--- config.mk ---
export PLATFORM = sky130hd
export DESIGN_NAME = tmr_flag_unit
export DESIGN_NICKNAME = d
export VERILOG_FILES = /design/src/rtl/tfu_pkg.sv /design/src/rtl/tfu_gr_event.sv /design/src/rtl/tfu_flag_bit.sv /design/src/rtl/tfu_ier.sv /design/src/rtl/tmr_flag_unit.sv
export SDC_FILE = /design/constraint.sdc
export NUM_CORES = 1
export LEC_CHECK = 0
export BUFFER_PORTS_ARGS = -buffer_cell sky130_fd_sc_hd__buf_2
export CAP_MARGIN = 20
export CORE_UTILIZATION = 36
export DETAILED_ROUTE_END_ITERATION = 10
export GPL_ROUTABILITY_DRIVEN = 0
export PLACE_DENSITY = 0.71
export SYNTH_ARGS = -nofsm -noshare
export SYNTH_HDL_FRONTEND = slang
export SYNTH_HIERARCHICAL = 1
export SYNTH_SLANG_ARGS = --single-unit
--- constraint.sdc ---
create_clock -name clk_i -period 0.8 [get_ports clk_i]
set_input_delay 0 -clock clk_i [delete_from_list [all_inputs] [get_ports clk_i]]
set_output_delay 0 -clock clk_i [all_outputs]
set_load 0.005 [all_outputs]
--- src/rtl/tfu_pkg.sv ---
package tfu_pkg;
  localparam int unsigned REG_W     = 8;
  localparam int unsigned NUM_GR    = 2;
  localparam int unsigned NUM_FLAGS = 3;
  localparam int unsigned FB_A      = 0;
  localparam int unsigned FB_B      = 1;
  localparam int unsigned FB_OVF    = 2;
  localparam int unsigned PAD_W     = REG_W - NUM_FLAGS;
  typedef logic [NUM_FLAGS-1:0] flag_vec_t;
  typedef logic [NUM_GR-1:0]    gr_vec_t;
endpackage

--- src/rtl/tfu_gr_event.sv ---
module tfu_gr_event
  import tfu_pkg::*;
#(
  parameter int unsigned NGR = NUM_GR
) (
  input  logic [NGR-1:0] mode_i,
  input  logic [NGR-1:0] match_i,
  input  logic [NGR-1:0] capt_i,
  output logic [NGR-1:0] set_o
);
  for (genvar g = 0; g < NGR; g++) begin : g_gr
    always_comb begin
      if (mode_i[g]) set_o[g] = capt_i[g];
      else           set_o[g] = match_i[g];
    end
  end
endmodule

--- src/rtl/tfu_flag_bit.sv ---
module tfu_flag_bit (
  input  logic clk_i,
  input  logic rst_ni,
  input  logic stby_i,
  input  logic set_i,
  input  logic hw_clr_i,
  input  logic rd_i,
  input  logic wr_i,
  input  logic wbit_i,
  output logic flag_o
);
  logic flag_q, flag_n;
  logic mark_q, mark_n;
  logic sw_clr;

  always_comb begin
    sw_clr = wr_i & mark_q & ~wbit_i;
    if (stby_i) begin
      flag_n = 1'b0;
      mark_n = 1'b0;
    end else begin
      flag_n = set_i | (flag_q & ~(sw_clr | hw_clr_i));
      if (rd_i)      mark_n = flag_q;
      else if (wr_i) mark_n = 1'b0;
      else           mark_n = mark_q & flag_q;
    end
  end

  always_ff @(posedge clk_i or negedge rst_ni) begin
    if (!rst_ni) begin
      flag_q <= 1'b0;
      mark_q <= 1'b0;
    end else begin
      flag_q <= flag_n;
      mark_q <= mark_n;
    end
  end

  assign flag_o = flag_q;

  // a set event always leaves the flag at 1
  p_set_wins_r5: assert property (@(posedge clk_i) disable iff (!rst_ni)
    (set_i && !stby_i) |=> flag_q);

  // without a marker, a write cannot clear the flag
  p_no_unmarked_clear_r4: assert property (@(posedge clk_i) disable iff (!rst_ni)
    (flag_q && !mark_q && !hw_clr_i && !stby_i) |=> flag_q);

  // a write of 1 never clears the flag
  p_write_one_keeps_r4: assert property (@(posedge clk_i) disable iff (!rst_ni)
    (flag_q && wr_i && wbit_i && !hw_clr_i && !stby_i) |=> flag_q);
endmodule

--- src/rtl/tfu_ier.sv ---
module tfu_ier
  import tfu_pkg::*;
#(
  parameter logic [REG_W-1:0] RST_VAL = 8'hF8
) (
  input  logic             clk_i,
  input  logic             rst_ni,
  input  logic             stby_i,
  input  logic             wr_i,
  input  logic [REG_W-1:0] wdata_i,
  output flag_vec_t        en_o,
  output logic [REG_W-1:0] rdata_o
);
  localparam flag_vec_t EN_RST = RST_VAL[NUM_FLAGS-1:0];

  flag_vec_t en_q, en_n;
  logic      en_ce;

  always_comb begin
    en_ce = stby_i | wr_i;
    if (stby_i) en_n = EN_RST;
    else        en_n = wdata_i[NUM_FLAGS-1:0];
  end

  always_ff @(posedge clk_i or negedge rst_ni) begin
    if (!rst_ni)    en_q <= EN_RST;
    else if (en_ce) en_q <= en_n;
  end

  assign en_o    = en_q;
  assign rdata_o = {RST_VAL[REG_W-1:NUM_FLAGS], en_q};

  // enables move only on a write or standby
  p_ier_stable_r7: assert property (@(posedge clk_i) disable iff (!rst_ni)
    (!wr_i && !stby_i) |=> $stable(en_q));

  // standby restores the reset enables
  p_ier_standby_r9: assert property (@(posedge clk_i) disable iff (!rst_ni)
    stby_i |=> (en_q == EN_RST));
endmodule

--- src/rtl/tmr_flag_unit.sv ---
module tmr_flag_unit
  import tfu_pkg::*;
#(
  parameter bit               DMA_CLR_EN = 1'b1,
  parameter logic [REG_W-1:0] IER_RST    = 8'hF8
) (
  input  logic             clk_i,
  input  logic             rst_ni,
  input  logic             standby_i,
  input  logic [NUM_GR-1:0] gr_mode_i,
  input  logic [NUM_GR-1:0] gr_match_i,
  input  logic [NUM_GR-1:0] gr_capt_i,
  input  logic             ovf_i,
  input  logic             dma_ack_i,
  input  logic             sts_rd_i,
  input  logic             sts_wr_i,
  input  logic             ier_wr_i,
  input  logic [REG_W-1:0] wdata_i,
  output logic [REG_W-1:0] sts_rdata_o,
  output logic [REG_W-1:0] ier_rdata_o,
  output logic             irq_a_o,
  output logic             irq_b_o,
  output logic             irq_ovf_o
);
  logic [1:0] rst_sync_q;
  logic       rst_int_n;

  always_ff @(posedge clk_i or negedge rst_ni) begin
    if (!rst_ni) rst_sync_q <= 2'b00;
    else         rst_sync_q <= {rst_sync_q[0], 1'b1};
  end
  assign rst_int_n = rst_sync_q[1];

  gr_vec_t   gr_set;
  flag_vec_t set_vec, hwclr_vec, flags, en;

  tfu_gr_event #(.NGR(NUM_GR)) u_gr_event (
    .mode_i  (gr_mode_i),
    .match_i (gr_match_i),
    .capt_i  (gr_capt_i),
    .set_o   (gr_set)
  );

  always_comb begin
    set_vec         = '0;
    hwclr_vec       = '0;
    set_vec[FB_A]   = gr_set[0];
    set_vec[FB_B]   = gr_set[1];
    set_vec[FB_OVF] = ovf_i;
    hwclr_vec[FB_A] = DMA_CLR_EN & dma_ack_i;
  end

  for (genvar i = 0; i < NUM_FLAGS; i++) begin : g_flag
    tfu_flag_bit u_flag (
      .clk_i    (clk_i),
      .rst_ni   (rst_int_n),
      .stby_i   (standby_i),
      .set_i    (set_vec[i]),
      .hw_clr_i (hwclr_vec[i]),
      .rd_i     (sts_rd_i),
      .wr_i     (sts_wr_i),
      .wbit_i   (wdata_i[i]),
      .flag_o   (flags[i])
    );
  end

  tfu_ier #(.RST_VAL(IER_RST)) u_ier (
    .clk_i   (clk_i),
    .rst_ni  (rst_int_n),
    .stby_i  (standby_i),
    .wr_i    (ier_wr_i),
    .wdata_i (wdata_i),
    .en_o    (en),
    .rdata_o (ier_rdata_o)
  );

  assign sts_rdata_o = {{PAD_W{1'b1}}, flags};
  assign irq_a_o     = flags[FB_A]   & en[FB_A];
  assign irq_b_o     = flags[FB_B]   & en[FB_B];
  assign irq_ovf_o   = flags[FB_OVF] & en[FB_OVF];

  // capture strobe in capture mode raises flag A
  p_capture_sets_a_r2: assert property (@(posedge clk_i) disable iff (!rst_int_n)
    (gr_mode_i[0] && gr_capt_i[0] && !standby_i) |=> sts_rdata_o[FB_A]);

  // counter wrap raises the overflow flag
  p_wrap_sets_ovf_r3: assert property (@(posedge clk_i) disable iff (!rst_int_n)
    (ovf_i && !standby_i) |=> sts_rdata_o[FB_OVF]);

  // DMA acknowledge clears flag A on channels that have the path
  p_dma_clears_a_r6: assert property (@(posedge clk_i) disable iff (!rst_int_n)
    (DMA_CLR_EN && dma_ack_i && !gr_set[0]) |=> !sts_rdata_o[FB_A]);

  // standby empties all flags and drops the requests
  p_standby_clears_r9: assert property (@(posedge clk_i) disable iff (!rst_int_n)
    standby_i |=> (sts_rdata_o[NUM_FLAGS-1:0] == '0 && !irq_a_o && !irq_b_o && !irq_ovf_o));
endmodule

After elaboration in Yosys (flattened, before gate mapping)
Cells that the tools add are included.
{"block": "totals", "regBits": 11, "output_inout_bits": 19, "word_cells": 49}
{"block": "classes", "mux": 15, "bitwise": 26}
{"operator": "bitwise AND 1 bit", "count": 15}
{"operator": "two-way mux 1 bit", "count": 14}
{"operator": "NOT 1 bit", "count": 6}
{"operator": "OR 1 bit", "count": 5}
{"operator": "two-way mux 3 bit", "count": 1}

Longest topological paths before layout
Gate-level depths: netlist (run 1).
{"block": "logic_depth", "ltp_word": 7, "mapped_depth": 3, "depth_no_buf": 3}

Hierarchy
The synthesis (run 1) kept the hierarchy.
{"mod": "tfu_flag_bit", "n_inst": 3, "cells_per_inst": 9, "area_per_inst_um2": 100.1, "seq_area_each_um2": 50.0}
{"mod": "tfu_ier", "n_inst": 1, "cells_per_inst": 18, "area_per_inst_um2": 180.2, "seq_area_each_um2": 75.1}
{"mod": "tmr_flag_unit", "n_inst": 1, "cells_per_inst": 12, "area_per_inst_um2": 113.9, "seq_area_each_um2": 50.0}
{"mod": "tfu_gr_event", "n_inst": 1, "cells_per_inst": 2, "area_per_inst_um2": 30.0, "seq_area_each_um2": 0.0}

Least setup slack after synthesis (run 1)
No wires, ideal clock.
{"block": "synth_path", "path_type": "flip-flop to flip-flop", "from": "register g_flag[0].u_flag.mark_q", "to": "register g_flag[0].u_flag.flag_q", "setup_time_ns": 0.096, "arrival_time_ns": 0.698, "required_ns": 0.704, "slack_ns": 0.007, "stages_incl_launch_ff": 3, "synth_period_minus_slack_ns": 0.793, "cell_sequence": "dfrtp_1 -> and3b_1 -> o32ai_2"}
{"block": "synth_between", "elab_chain_cells": 7}
{"element": "start, declared", "line": "tfu_flag_bit.sv:13", "source": "logic mark_q, mark_n;"}
{"element": "start signal, assigned", "line": "tfu_flag_bit.sv:35", "source": "mark_q <= mark_n;"}
{"element": "bitwise AND 1 bit (2 in series)", "line": "tfu_flag_bit.sv:17", "source": "sw_clr = wr_i & mark_q & ~wbit_i;"}
{"element": "OR 1 bit", "line": "tfu_flag_bit.sv:22", "source": "flag_n = set_i | (flag_q & ~(sw_clr | hw_clr_i));"}
{"element": "NOT 1 bit", "line": "tfu_flag_bit.sv:22"}
{"element": "bitwise AND 1 bit", "line": "tfu_flag_bit.sv:22"}
{"element": "OR 1 bit", "line": "tfu_flag_bit.sv:22"}
{"element": "two-way mux 1 bit", "line": "tfu_flag_bit.sv:18", "source": "if (stby_i) begin"}
{"element": "net g_flag[0].u_flag.flag_n", "line": "tfu_flag_bit.sv:12", "source": "logic flag_q, flag_n;"}
{"element": "end signal, assigned", "line": "tfu_flag_bit.sv:34", "source": "flag_q <= flag_n;"}
{"element": "end, declared", "line": "tfu_flag_bit.sv:12"}
The timed path passes the listed nets, and every way through them passes these cells.
A chain may end at the register's enable or synchronous reset.

Worst setup path in the final report (run 1)
{"block": "layout_path", "from": "register g_flag[1].u_flag.flag_q", "to": "output port irq_b_o"}
{"block": "layout_between", "elab_chain_cells": 1}
{"element": "start, declared", "line": "tfu_flag_bit.sv:12"}
{"element": "start signal, assigned", "line": "tfu_flag_bit.sv:34"}
{"element": "bitwise AND 1 bit", "line": "tmr_flag_unit.sv:79", "source": "assign irq_b_o = flags[FB_B] & en[FB_B];"}
{"element": "end, declared", "line": "tmr_flag_unit.sv:22", "source": "output logic irq_b_o,"}
No other way between the ends.

==> impl_metrics.py, run 1 <==
metrics = {
    "global_route": {
        "antenna_found_initial": 0,
        "grt_use_total": 0.142,
        "grt_overflow": 0,
        "grt_pass1_vias": 463,
        "grt_max_degree": 10,
        "grt_pass1_wl_um": 1870,
    },
    "routing": {
        "drtPass1Iterations": 7,
        "drc": 1,
        "drt_iter0_drc": 8,
        "antenna_left": 0,
        "wirelength_um": 1160,
        "num_vias": 493,
        "wl_per_cell_um": 10.2,
        "vias_per_cell": 4.36,
    },
    "worst_setup_path": {
        "cp.arrival_ns": 0.95,
        "cp-end-kind": "output pin",
        "path_cells": "and2_1 > buf_2",
        "crit_cells": 2,
        "path_class": "register to output pin",
        "setup.worst_path.start_class": "register",
        "required_ns": 0.80,
        "max_stage_delay_ns": 0.40,
        "reg2reg_depth": 3,
        "path_buf_inv": 1,
        "crit_fanout": 2,
        "cpLargestDelayFamily": "flip-flops",
        "crit_path_top_delay_cell": "dfrtp_1",
    },
    "clock_tree": {
        "cts_tree": "yes",
        "clock_sinks": 11,
        "clockRootBuffer": "clkbuf_4",
        "clock_path_buffers": 2,
        "cts_buffers": 3,
        "htreeDepth": 1,
        "clock_latency_ns": 0.27,
        "clkTransAtPathRegs_ns": 0.07,
    },
    "logic_synthesis": {
        "synth-seq-cells": 11,
        "synthAdderAreaFrac": 0,
        "synthSimpleGateAreaFrac": 0.150,
        "synth_top_family_by_area": "buffers and inverters",
        "synth_xor_area_frac": 0,
        "yosys-mux-area-fraction": 0.0962,
        "synth.top_cell.area_share": 0.441,
        "postSynthCellCount": 59,
        "yosysWarnings": 6,
        "syn_avg_cell_area_um2": 10.6,
        "yosysSeqAreaShare": 0.441,
        "synth_top_cell_by_area": "dfrtp_1",
        "ys_types": 12,
        "synth.area.top_cells": "dfrtp_1 (44%), buf_4 (16%), o32ai_2 (7.8%)",
        "synth_compound_area_frac": 0.102,
        "mappedNetlistArea_um2": 624,
    },
    "floorplanning": {
        "fp.dieArea_um2": 1900,
        "die_w_um": 43.6,
        "dieHeight_um": 43.6,
        "start_util": 0.400,
        "core_area_um2": 1560,
        "pin_count": 41,
        "fp-row-count": 14,
    },
    "sta": {
        "post-route-min-period_ns": 0.951,
        "fin_crit_sh": 1.19,
        "slew_viol_final": 0,
        "hold_viol_final": 0,
        "worst_slack_ns": -0.151,
        "rsz0062_at_grt": "yes",
        "max_freq_ghz": 1.05,
        "fin_worst_skew_ns": 0.00162,
        "setup-violations-final": 10,
    },
    "power_and_ir_drop": {
        "ir_worst_vdd_v": 0.000881,
        "total_power_w": 0.00126,
        "p_per_area_nw_per_um2": 1420,
        "p_leak_nw": 0.503,
    },
    "finish": {
        "fillers": 147,
        "mostFrequentLayoutCells": "buf_2 (23), conb_1 (13), dfrtp_1 (11), dlygate4sd3_1 (8), inv_1 (6)",
        "drive_gt1_frac": 0.402,
        "stdcell_count": 113,
        "antennaDiodeCount": 0,
        "ff_latch_area_um2": 275,
        "syn_to_final_growth_pct": 41.7,
        "multi_input_area_um2": 282,
        "finalNetCount": 120,
        "layout_commonest_cell": "buf_2",
    },
    "min_path": {
        "min_path_type": "input port to register",
        "min_path_cells": 2,
    },
    "flow_run": {
        "max_cap_viol_count": 0,
    },
    "run_status": {
        "status": "complete, but fails checks",
        "violations": "design-rule violations, negative setup slack",
    },
    "placed_design": {
        "dpl.hpwl_um": 844,
        "pre_cts_slack_ns": -0.0342,
        "io_buffers": 25,
        "place_inst": 98,
    },
}
[cell usage after synthesis (all sizes together)]
master,number
inv,6
mux2,2
and3b,3
dfrtp,11
nand2b,6
o32ai,3
conb,3
buf,13
and2,3
a21oi,3
nor2,3
mux2i,3
[power by group]
part           internal (W)  switching (W)  leakage, nW
combinational      0.000156      0.0000975        0.346
sequential         0.000588      0.0000272        0.142
clock              0.000194       0.000196       0.0150
[state kept, by name (all words and copies together), names as in the netlist]
| name | cells |
|---|---|
| rst_sync_q | 2 |
| u_ier/en_o | 3 |
| g_flag.u_flag/mark_q | 3 |
| g_flag.u_flag/flag_o | 3 |
[final timing paths]
path | start | end | slack, ns
worst max-delay path | g_flag[1].u_flag/flag_o | irq_b_o | -0.15
worst min-delay path | standby_i | g_flag[1].u_flag/flag_o | 0.02
worst max register to register | g_flag[2].u_flag/flag_o | g_flag[2].u_flag/flag_o | -0.06
worst min register to register | rst_sync_q[1] | g_flag[1].u_flag/mark_q | 0.15
max in group asynchronous | rst_sync_q[1] | g_flag[0].u_flag/mark_q | 0.38
min in group asynchronous | rst_ni | rst_sync_q[0] | 0.03
[stage by stage]
stage / utilization / cell area [um^2] / TNS (ns) / hold WS [ns]
detailed placement: 0.460 / 717 / -0.0916 / -0.215
CTS: 0.543 / 846 / -0.766 / 0.00198
global placement: 0.460 / 717 / -0.0431 / -0.215
global route: 0.567 / 885 / -1.21 / 0.00971
finish: 0.567 / 885 / -0.799 / 0.0157
floorplan: - / 662 / 0 / -0.296
[metal layers]
metal,vias to the layer above,global-route usage,part of all wire
met2,21,0.224,0.54
met4,0,0.113,0.021
met1,229,0.162,0.38
met5,-,0,0
met3,2,0.0375,0.062
li1,241,-,-
[layout make-up]
class / count / area share
well taps: 16 / 0.0226
flip-flops and latches: 11 / 0.311
multi-input cells: 39 / 0.318
clock buffers: 4 / 0.0297
inverters: 6 / 0.0255
repair buffers: 37 / 0.293
[timing repair]
action | 4_1_cts | 5_1_grt
resized for setup | 1 | 6
pin swaps | 5 | 2
endpoints found under the setup margin | 11 | 13
gates cloned | 0 | 0
setup buffers | 2 | 1
hold buffers | 8 | 0
hold endpoints to repair | 10 | 0
[logic make-up after synthesis]
kind of cell    after synthesis
other cells                   3
flops                        11
compound gates                6
simple gates                 15
mux                           5
buf+inv                      19
Power figures use the tool's default switching activity.
==> run 2: changes to the inputs <==
- TNS_END_PERCENT: not set -> 5
==> run 2 against run 1 <==
  * The run still ends with design-rule violations, negative setup slack left
  * Routed wire length decreased by 3.0%
  * Worst hold slack improved by 0.016 ns
  * Die area unchanged
  * Largest power group unchanged
  * Total power decreased by 2.4%
  * Critical path type unchanged
  * Clock-buffer cell count unchanged
  * Global-route usage increased by 0.79 points
  * Largest cell class is now sequential cells
  * Fmax increased by 1.8%
==> impl_metrics.py, run 2 (synthesis results as in run 1) <==
metrics = {
    "floorplanning": {
        "fp.dieArea_um2": 1900,
        "core_area_um2": 1560,
        "fp-row-count": 14,
        "start_util": 0.400,
        "die_w_um": 43.6,
        "dieHeight_um": 43.6,
        "pin_count": 41,
    },
    "worst_setup_path": {
        "reg2reg_depth": 3,
        "cpLargestDelayFamily": "flip-flops",
        "timing.rr.start": "g_flag[2].u_flag/flag_o",
        "path_buf_inv": 1,
        "required_ns": 0.80,
        "crit_fanout": 3,
        "path_class": "register to output pin",
        "setup.worst_path.start_class": "register",
        "crit_path_top_delay_cell": "dfrtp_1",
        "r2r_setup_slack_ns": -0.06,
        "max_stage_delay_ns": 0.40,
        "path_cells": "and2_1 > buf_2",
        "r2r_end": "g_flag[2].u_flag/flag_o",
        "cp-end-kind": "output pin",
        "cp.arrival_ns": 0.93,
    },
    "placed_design": {
        "pre_cts_slack_ns": -0.0342,
        "io_buffers": 25,
        "placed_area_um2": 717,
        "dpl.hpwl_um": 844,
    },
    "clock_tree": {
        "cts_tree": "yes",
        "clock_latency_ns": 0.27,
        "clock_sinks": 11,
        "clock_path_buffers": 2,
        "clockRootBuffer": "clkbuf_4",
        "clkTransAtPathRegs_ns": 0.07,
        "cts_buffers": 3,
        "htreeDepth": 1,
    },
    "sta": {
        "post-route-min-period_ns": 0.934,
        "setup_tns_ns": -0.653,
        "fin_worst_skew_ns": 0.00245,
        "fin_crit_sh": 1.17,
        "setup-violations-final": 9,
        "hold-worst-slack_ns": 0.0315,
        "rsz0062_at_grt": "yes",
        "slew_viol_final": 0,
        "hold_viol_final": 0,
        "max_freq_ghz": 1.07,
        "worst_slack_ns": -0.134,
    },
    "global_route": {
        "grt_pass1_vias": 480,
        "grt_overflow": 0,
        "antenna_found_initial": 0,
        "grt_pass1_wl_um": 1970,
        "grt_max_degree": 10,
        "grt_use_total": 0.150,
    },
    "finish": {
        "antennaDiodeCount": 0,
        "ff_latch_area_um2": 275,
        "fillers": 150,
        "multi_input_area_um2": 274,
        "layout_commonest_cell": "buf_2",
        "mostFrequentLayoutCells": "buf_2 (25), conb_1 (13), dfrtp_1 (11), dlygate4sd3_1 (10), inv_1 (6)",
        "postLayoutCellArea_um2": 866,
        "drive_gt1_frac": 0.378,
        "finalNetCount": 121,
        "syn_to_final_growth_pct": 38.7,
    },
    "power_and_ir_drop": {
        "p_per_area_nw_per_um2": 1420,
        "power_switching_share": 0.251,
        "total_power_w": 0.00123,
        "pwr-share-seq": 0.499,
        "ir_worst_vdd_v": 0.000913,
        "p_clk_frac": 0.313,
        "p_int_w": 0.000920,
        "p_sw_w": 0.000308,
        "combPwrFrac": 0.188,
        "p_leak_nw": 0.495,
    },
    "min_path": {
        "min_path_type": "input port to async pin",
    },
    "routing": {
        "drc": 1,
        "wl_per_cell_um": 9.84,
        "num_vias": 491,
        "antenna_left": 0,
        "wirelength_um": 1120,
        "drtPass1Iterations": 7,
        "vias_per_cell": 4.31,
        "drt_iter0_drc": 7,
    },
    "flow_run": {
        "max_cap_viol_count": 0,
    },
    "run_status": {
        "status": "complete, but fails checks",
        "violations": "design-rule violations, negative setup slack",
    },
}
run 2: cell type report:
| cell class | count | area share |
|---|---|---|
| flip-flops and latches | 11 | 0.318 |
| multi-input cells | 39 | 0.316 |
| repair buffers | 38 | 0.286 |
| clock buffers | 4 | 0.0303 |
| inverters | 6 | 0.0260 |
| well taps | 16 | 0.0231 |
run 2: power by group through the flow:
| stage | clock (W) | combinational [W] | sequential [W] |
|---|---|---|---|
| floorplan | 0 | 0.000133 | 0.000621 |
| global placement | 0 | 0.000175 | 0.000625 |
| detailed placement | 0 | 0.000177 | 0.000627 |
| CTS | 0.000402 | 0.000226 | 0.000615 |
| global route | 0.000430 | 0.000255 | 0.000619 |
| finish | 0.000385 | 0.000230 | 0.000613 |
run 2: per-layer routing:
metal  share of wire  track usage  vias up  wire [um]
li1                -            -      243          -
met1            0.41        0.167      227        459
met2            0.51        0.245       19        573
met3           0.058       0.0375        2         65
met4           0.021        0.113        0         24
met5               0            0        -          0
run 2: timing repair:
action,in CTS,in global routing
resized for setup,0,1
pin swaps,4,0
hold endpoints to repair,10,0
endpoints found under the setup margin,11,14
setup buffers,2,0
hold buffers,10,0
run 2: worst reg2reg max path, delay by kind of cell (launching register included):
| kind | cells | cell delay, ns |
|---|---|---|
| buffers and inverters | 1 | 0.13 |
| AND/OR/NAND/NOR | 1 | 0.05 |
| flip-flops | 1 | 0.37 |
| AO/OA/AOI/OAI | 1 | 0.23 |
run 2: worst max-delay path by stage:
stage	startpoint	end	cells past startpoint
after floorplan	g_flag[0].u_flag/mark_q	g_flag[0].u_flag/flag_o	2
after global placement	g_flag[0].u_flag/mark_q	g_flag[0].u_flag/flag_o	2
after detailed placement	g_flag[1].u_flag/mark_q	g_flag[1].u_flag/flag_o	2
after CTS	u_ier/en_o[0]	irq_a_o	2
after global routing	u_ier/en_o[2]	irq_ovf_o	2
final	g_flag[1].u_flag/flag_o	irq_b_o	2
run 2: metrics by stage:
stage / std cells / util
finish: 114 / 0.555
global route: 114 / 0.555
CTS: 114 / 0.551
detailed placement: 98 / 0.460
global placement: 98 / 0.460
floorplan: 69 / -
